[config.mk]
export PLATFORM = sky130hd
export DESIGN_NAME = tlb_top
export DESIGN_NICKNAME = d
export VERILOG_FILES = /design/src/rtl/tlb_pkg.sv /design/src/rtl/tlb_store.sv /design/src/rtl/tlb_victim.sv /design/src/rtl/tlb_ctrl.sv /design/src/rtl/tlb_top.sv
export SDC_FILE = /design/constraint.sdc
export NUM_CORES = 1
export LEC_CHECK = 0
export ABC_AREA = 1
export ABC_CLOCK_PERIOD_IN_PS = 3550
export BUFFER_PORTS_ARGS = -buffer_cell sky130_fd_sc_hd__buf_2
export CAP_MARGIN = 20
export CORE_MARGIN = 5
export CORE_UTILIZATION = 35
export CTS_CLUSTER_DIAMETER = 60
export CTS_CLUSTER_SIZE = 30
export DETAILED_ROUTE_END_ITERATION = 6
export PLACE_DENSITY_LB_ADDON = 0.2
export SYNTH_ARGS = -nofsm -noshare
export SYNTH_HDL_FRONTEND = slang
export SYNTH_SLANG_ARGS = --single-unit
[constraint.sdc]
create_clock -name clk -period 3.55 [get_ports clk]
set_clock_uncertainty 0.15 [all_clocks]
set_input_delay 0.71 -clock clk [delete_from_list [all_inputs] [get_ports clk]]
set_output_delay 0.71 -clock clk [all_outputs]
set_load 0.01 [all_outputs]
[src/rtl/tlb_pkg.sv]
package tlb_pkg;
    localparam int VA_W     = 32;
    localparam int PA_W     = 32;
    localparam int PTE_W    = 32;
    localparam int PG_SHIFT = 12;
    localparam int VPN_W    = VA_W - PG_SHIFT;
    localparam int PFN_W    = PA_W - PG_SHIFT;

    // table entry bit positions the walker's format fixes
    localparam int PTE_PRESENT = 0;
    localparam int PTE_WRITE   = 1;
    localparam int PTE_USER    = 2;
    localparam int PTE_GLOBAL  = 8;

    typedef logic [VPN_W-1:0] vpn_t;
    typedef logic [PFN_W-1:0] pfn_t;

    typedef struct packed {
        logic usr;
        logic wr;
    } perm_t;

    typedef struct packed {
        logic  glob;
        vpn_t  vpn;
        pfn_t  pfn;
        perm_t perm;
    } xlat_t;

    typedef enum logic {ST_IDLE, ST_WALK} fsm_t;

    function automatic xlat_t pte_decode(input vpn_t vpn, input logic [PTE_W-1:0] pte);
        xlat_t x;
        x.glob     = pte[PTE_GLOBAL];
        x.vpn      = vpn;
        x.pfn      = pte[PG_SHIFT +: PFN_W];
        x.perm.usr = pte[PTE_USER];
        x.perm.wr  = pte[PTE_WRITE];
        return x;
    endfunction

    function automatic logic pte_faults(input logic [PTE_W-1:0] pte, input logic walker_fault);
        return walker_fault | ~pte[PTE_PRESENT];
    endfunction
endpackage

[src/rtl/tlb_store.sv]
module tlb_store
    import tlb_pkg::*;
#(
    parameter int N = 8,
    localparam int IDX_W = (N > 1) ? $clog2(N) : 1
) (
    input  logic             clk,
    input  logic             rst,
    input  vpn_t             lk_vpn,
    output logic             hit,
    output xlat_t            hit_ent,
    input  logic             inv_valid,
    input  vpn_t             inv_vpn,
    input  logic             flush,
    input  logic             keep_glob,
    input  logic             wr_en,
    input  logic [IDX_W-1:0] wr_idx,
    input  xlat_t            wr_ent,
    output logic [N-1:0]     valid_vec,
    output logic [N-1:0]     glob_vec
);
    logic [N-1:0] vld_q;
    xlat_t        ent_q [N];
    logic [N-1:0] match;

    genvar g;
    generate
        for (g = 0; g < N; g++) begin : g_cmp
            assign match[g]    = vld_q[g] && (ent_q[g].vpn == lk_vpn);
            assign glob_vec[g] = ent_q[g].glob;
        end
    endgenerate

    always_comb begin
        hit_ent = '0;
        for (int i = 0; i < N; i++) begin
            if (match[i]) hit_ent = xlat_t'(hit_ent | ent_q[i]);
        end
    end

    assign hit       = |match;
    assign valid_vec = vld_q;

    always_ff @(posedge clk) begin
        if (rst) begin
            vld_q <= '0;
            for (int i = 0; i < N; i++) ent_q[i] <= '0;
        end else begin
            for (int i = 0; i < N; i++) begin
                if (wr_en && (wr_idx == IDX_W'(i))) begin
                    vld_q[i] <= 1'b1;
                    ent_q[i] <= wr_ent;
                end else begin
                    if (flush && !(keep_glob && ent_q[i].glob)) vld_q[i] <= 1'b0;
                    if (inv_valid && (ent_q[i].vpn == inv_vpn))  vld_q[i] <= 1'b0;
                end
            end
        end
    end
endmodule

[src/rtl/tlb_victim.sv]
module tlb_victim #(
    parameter int N = 8,
    localparam int IDX_W = (N > 1) ? $clog2(N) : 1
) (
    input  logic             clk,
    input  logic             rst,
    input  logic [N-1:0]     valid_vec,
    input  logic             adv,
    output logic [IDX_W-1:0] idx
);
    logic             free_found;
    logic [IDX_W-1:0] free_idx;
    logic [IDX_W-1:0] rr_q;

    always_comb begin
        free_found = 1'b0;
        free_idx   = '0;
        for (int i = N - 1; i >= 0; i--) begin
            if (!valid_vec[i]) begin
                free_found = 1'b1;
                free_idx   = IDX_W'(i);
            end
        end
    end

    assign idx = free_found ? free_idx : rr_q;

    always_ff @(posedge clk) begin
        if (rst) begin
            rr_q <= '0;
        end else if (adv && !free_found) begin
            rr_q <= (rr_q == IDX_W'(N - 1)) ? '0 : rr_q + 1'b1;
        end
    end
endmodule

[src/rtl/tlb_ctrl.sv]
module tlb_ctrl
    import tlb_pkg::*;
(
    input  logic                    clk,
    input  logic                    rst,
    input  logic                    lk_valid,
    input  vpn_t                    lk_vpn,
    input  logic [PG_SHIFT-1:0]     lk_off,
    output logic                    lk_ready,
    input  logic                    hit,
    input  xlat_t                   hit_ent,
    input  logic                    kill,
    output logic                    walk_req_valid,
    output vpn_t                    walk_req_vpn,
    input  logic                    walk_rsp_valid,
    input  logic [PTE_W-1:0]        walk_rsp_pte,
    input  logic                    walk_rsp_fault,
    output logic                    wr_en,
    output xlat_t                   wr_ent,
    output logic                    rsp_valid,
    output logic                    rsp_hit,
    output logic                    rsp_fault,
    output logic [PA_W-1:0]         rsp_paddr,
    output perm_t                   rsp_perm
);
    fsm_t                state_q;
    vpn_t                vpn_q;
    logic [PG_SHIFT-1:0] off_q;
    logic                discard_q;
    logic                walk_bad;

    assign walk_bad       = pte_faults(walk_rsp_pte, walk_rsp_fault);
    assign wr_ent         = pte_decode(vpn_q, walk_rsp_pte);
    assign lk_ready       = (state_q == ST_IDLE);
    assign walk_req_valid = (state_q == ST_WALK);
    assign walk_req_vpn   = vpn_q;
    assign wr_en          = (state_q == ST_WALK) && walk_rsp_valid && !walk_bad
                            && !discard_q && !kill;

    always_ff @(posedge clk) begin
        if (rst) begin
            state_q   <= ST_IDLE;
            vpn_q     <= '0;
            off_q     <= '0;
            discard_q <= 1'b0;
            rsp_valid <= 1'b0;
            rsp_hit   <= 1'b0;
            rsp_fault <= 1'b0;
            rsp_paddr <= '0;
            rsp_perm  <= '0;
        end else begin
            rsp_valid <= 1'b0;
            case (state_q)
                ST_IDLE: begin
                    if (lk_valid) begin
                        if (hit) begin
                            rsp_valid <= 1'b1;
                            rsp_hit   <= 1'b1;
                            rsp_fault <= 1'b0;
                            rsp_paddr <= {hit_ent.pfn, lk_off};
                            rsp_perm  <= hit_ent.perm;
                        end else begin
                            vpn_q     <= lk_vpn;
                            off_q     <= lk_off;
                            discard_q <= 1'b0;
                            state_q   <= ST_WALK;
                        end
                    end
                end
                ST_WALK: begin
                    if (kill) discard_q <= 1'b1;
                    if (walk_rsp_valid) begin
                        rsp_valid <= 1'b1;
                        rsp_hit   <= 1'b0;
                        rsp_fault <= walk_bad;
                        rsp_paddr <= {wr_ent.pfn, off_q};
                        rsp_perm  <= wr_ent.perm;
                        state_q   <= ST_IDLE;
                    end
                end
                default: state_q <= ST_IDLE;
            endcase
        end
    end
endmodule

[src/rtl/tlb_top.sv]
module tlb_top
    import tlb_pkg::*;
#(
    parameter int ENTRIES = 8,
    localparam int IDX_W = (ENTRIES > 1) ? $clog2(ENTRIES) : 1
) (
    input  logic             clk,
    input  logic             rst,
    input  logic             lk_valid,
    output logic             lk_ready,
    input  logic [VA_W-1:0]  lk_vaddr,
    output logic             rsp_valid,
    output logic             rsp_hit,
    output logic             rsp_fault,
    output logic [PA_W-1:0]  rsp_paddr,
    output logic [1:0]       rsp_perm,
    output logic             walk_req_valid,
    output logic [VPN_W-1:0] walk_req_vpn,
    input  logic             walk_rsp_valid,
    input  logic [PTE_W-1:0] walk_rsp_pte,
    input  logic             walk_rsp_fault,
    input  logic             pg_inv_valid,
    input  logic [VA_W-1:0]  pg_inv_vaddr,
    input  logic             cr3_write,
    input  logic             glob_en
);
    logic               lk_hit;
    xlat_t              lk_ent;
    logic               ins_en;
    xlat_t              ins_ent;
    logic [IDX_W-1:0]   ins_idx;
    logic [ENTRIES-1:0] ent_valid;
    logic [ENTRIES-1:0] ent_glob;
    perm_t              perm_o;
    logic               unused_inv_off;

    assign unused_inv_off = ^pg_inv_vaddr[PG_SHIFT-1:0];
    assign rsp_perm       = perm_o;

    tlb_store #(.N(ENTRIES)) store_i (
        .clk       (clk),
        .rst       (rst),
        .lk_vpn    (lk_vaddr[VA_W-1:PG_SHIFT]),
        .hit       (lk_hit),
        .hit_ent   (lk_ent),
        .inv_valid (pg_inv_valid),
        .inv_vpn   (pg_inv_vaddr[VA_W-1:PG_SHIFT]),
        .flush     (cr3_write),
        .keep_glob (glob_en),
        .wr_en     (ins_en),
        .wr_idx    (ins_idx),
        .wr_ent    (ins_ent),
        .valid_vec (ent_valid),
        .glob_vec  (ent_glob)
    );

    tlb_victim #(.N(ENTRIES)) victim_i (
        .clk       (clk),
        .rst       (rst),
        .valid_vec (ent_valid),
        .adv       (ins_en),
        .idx       (ins_idx)
    );

    tlb_ctrl ctrl_i (
        .clk            (clk),
        .rst            (rst),
        .lk_valid       (lk_valid),
        .lk_vpn         (lk_vaddr[VA_W-1:PG_SHIFT]),
        .lk_off         (lk_vaddr[PG_SHIFT-1:0]),
        .lk_ready       (lk_ready),
        .hit            (lk_hit),
        .hit_ent        (lk_ent),
        .kill           (pg_inv_valid | cr3_write),
        .walk_req_valid (walk_req_valid),
        .walk_req_vpn   (walk_req_vpn),
        .walk_rsp_valid (walk_rsp_valid),
        .walk_rsp_pte   (walk_rsp_pte),
        .walk_rsp_fault (walk_rsp_fault),
        .wr_en          (ins_en),
        .wr_ent         (ins_ent),
        .rsp_valid      (rsp_valid),
        .rsp_hit        (rsp_hit),
        .rsp_fault      (rsp_fault),
        .rsp_paddr      (rsp_paddr),
        .rsp_perm       (perm_o)
    );
endmodule

==> out/results.tsv <==
stage	metric	value	unit
layout	fraction of layout cells with a size suffix above 1	0.129	
clock_network	CTS buffer count	40	
grt	GRT Total Usage	0.244	
critical_path	worst-path cell chain	buf_4, clkinv_1, buf_4, buf_2	
clock_network	clk root buf	clkbuf_16	
route	DRC Markers	0	
placed_design	Placed Instances	3655	
yosys	largest family of logic cells by synthesized area	simple AND/OR/NAND/NOR gates	
grt	initial antenna violation count	1	
grt	first-pass GRT wire length	128000	microns
critical_path	Worst path most repeated cell	buf_4	
clock_network	htree depth	2	
timing	worst slew pin tran	672	ps
timing	final setup fails	0	
layout	Final Util	0.405	
power	power density cells	453	nW/um^2
power	Tot Pwr	11.6	mW
yosys	post-synthesis compound-gate area fraction	0.0649	
hold_path	Hold WC Path Type	input pin to flop	
yosys	fraction of synthesized area in multiplexers	0	
timing	fin crit period	2840	ps
timing	slew margin rel.	0.552	
clock_network	CTS tree	done	
layout	commonest non-fill, non-tap cells in the layout	nand2_1 (600), nor2_1 (565), edfxtp_1 (344)	
critical_path	Max FO, Critical Path	48	
yosys	FF+latch count, synth	426	
die	Top Ports	163	
layout	commonest non-fill, non-tap cell in the layout	nand2_1	
critical_path	Worst Path Buf+Inv	4	
yosys	post-synthesis adder-cell area fraction	0.00111	
layout	diodes inserted	0	
outcome	status	complete, no violations	
route	routed via count	20169	
die	Initial Util	0.355	
critical_path	CP arrival	1980	ps
yosys	synthesized area	22400	sq um
die	Core Region	63300	sq um
critical_path	critical path required time	2690	ps
route	First DRT Iteration DRCs	2319	
layout	Layout Cells excl Fill	3729	
yosys	Gate Count Post-Synth	2720	
timing	fin. max-slew vios	0	
layout	area grow syn2layout	14.2	%
timing	Hold Vio Cnt, Final	0	
clock_network	postcts setup bufs	0	
yosys	ys flop type	edfxtp_1	
placed_design	# port buffers	142	
die	Vert. Die Dim	263	microns
critical_path	crit path kind	flop to output pin	
timing	RSZ-0062 raised after global routing	no	
grt	Congestion Overflow GR	0	
yosys	Syn Area/Cell	8.25	sq um
die	die area	69300	sq um
yosys	number of flops mapped to enable cells by yosys	344	
clock_network	Max Root-Sink Buffers	3	
timing	fmax	353	MHz
critical_path	CP max stage delay	500	ps
yosys	Synth Area in XOR/XNOR	0.0281	
route	DRT Wirelength	88800	microns
yosys	post-synthesis sequential area ratio	0.533	
clock_network	CTS resizes	0	
die	die width	263	microns
route	DRT Pass-1 Iters	6	
critical_path	crit end category	output pin	
clock_network	CTS hold repair buffers	0	
power	Lkg Pwr	10.9	nW
route	Vias/cell	5.41	
yosys	Netlist cell types	41	
route	WL/cell	23.8	microns
critical_path	CP max-delay cell	buf_4	
timing	final worst-path cycle share	0.799	
critical_path	Top Family by Delay on Critical Path	buffers and inverters	
timing	setup TNS	0	ps
flow_run	Max Cap Violations	0	
grt	vias in the first global route	19191	
placed_design	pre-CTS setup slack	165	ps
placed_design	RePlAce Congestion	0.991	
yosys	syn nets	2826	
yosys	synth warn	0	
clock_network	Worst-path clk slew	70	ps
yosys	simple-gate share of the synthesized area	0.281	
placed_design	Post-DP HPWL	63500	microns
grt	largest net degree at the start of global routing	65	
clock_network	Sink Count	426	
route	Routed Antenna Nets	0	
power	worst vdd ir	0.000299	V
timing	Final WS setup	713	ps
critical_path	crit path launch type	flop	
layout	nets@finish	2957	
clock_network	worst skew pair latency	590	ps
yosys	post-synthesis async set-or-reset flop share	0	
die	FP Rows	92	
[cell type report]
type / count / area [sq um]
repair buffers: 226 / 1430
well taps: 846 / 1060
multi-input cells: 1796 / 8450
fillers: 6392 / 37700
clock buffers: 43 / 1030
clock inverters: 31 / 334
flip-flops and latches: 426 / 12000
inverters: 361 / 1360
[cell usage after synthesis, types with 34 or more instances]
master,count,area share
xnor2_1,38,0.015
edfxtp_1,344,0.46
clkbuf_1,68,0.011
o21ai_0,82,0.018
dfxtp_1,82,0.073
a21oi_1,60,0.013
nor2_1,565,0.094
nand2_1,614,0.10
inv_1,334,0.056
o22ai_1,56,0.016
buf_2,38,0.0085
nand4_1,147,0.041
nand3_1,60,0.013
xor2_1,34,0.013
[logic make-up (layout without fill, tap and decap cells)]
logic type / count (synthesis) / in the layout
flip-flops: 426 / 426
AND/OR/NAND/NOR: 1468 / 1468
adder cells (fa/ha/maj): 2 / 2
XOR/XNOR: 72 / 72
AO/OA/AOI/OAI: 254 / 254
buffers and inverters: 498 / 661
[worst min-delay path, stage by stage]
cell and delay, ps:
buf_2 90, or2_2 90, a21oi_1 50
[final timing paths]
kind                         startpoint                     to  slack (ps)  cells after the start
hold reg to reg         ctrl_i.off_q[1]        ctrl_i.off_q[1]         300                      2
hold / removal           walk_rsp_valid  ctrl_i.walk_req_valid         250                      3
setup / recovery  ctrl_i.walk_req_valid               lk_ready         710                      4
setup reg to reg  store_i.ent_q[1][115]    ctrl_i.rsp_paddr[9]         910                     14
[flip-flops by register name, indices dropped and copies added, names as in the netlist, 2 cells and up]
name,count
ctrl_i.rsp_perm,2
ctrl_i.off_q,12
ctrl_i.rsp_paddr,32
victim_i.rr_q,3
store_i.valid_vec,8
store_i.ent_q,344
ctrl_i.walk_req_vpn,20
[metrics by stage]
step | hold slack [ps] | cell area, sq um
floorplan | 274 | 22400
CTS | 212 | 25600
global placement | 284 | 24300
finish | 245 | 25600
detailed placement | 293 | 24300
global route | 233 | 25600
[where the power goes]
group          internal, mW  total, mW  switching [mW]  leakage (nW)
registers              5.62       5.75           0.134          4.19
clock network          2.36       4.59            2.22         0.647
logic                 0.358       1.28           0.922          6.06
total                  8.34       11.6            3.28          10.9
[layer usage]
layer / wire length [microns] / GRT usage
met1: 38700 / 0.353
met2: 39000 / 0.374
met3: 8520 / 0.0447
met4: 2620 / 0.0741
met5: 13 / 0
Note: power is estimated with default switching activity, not from simulation.
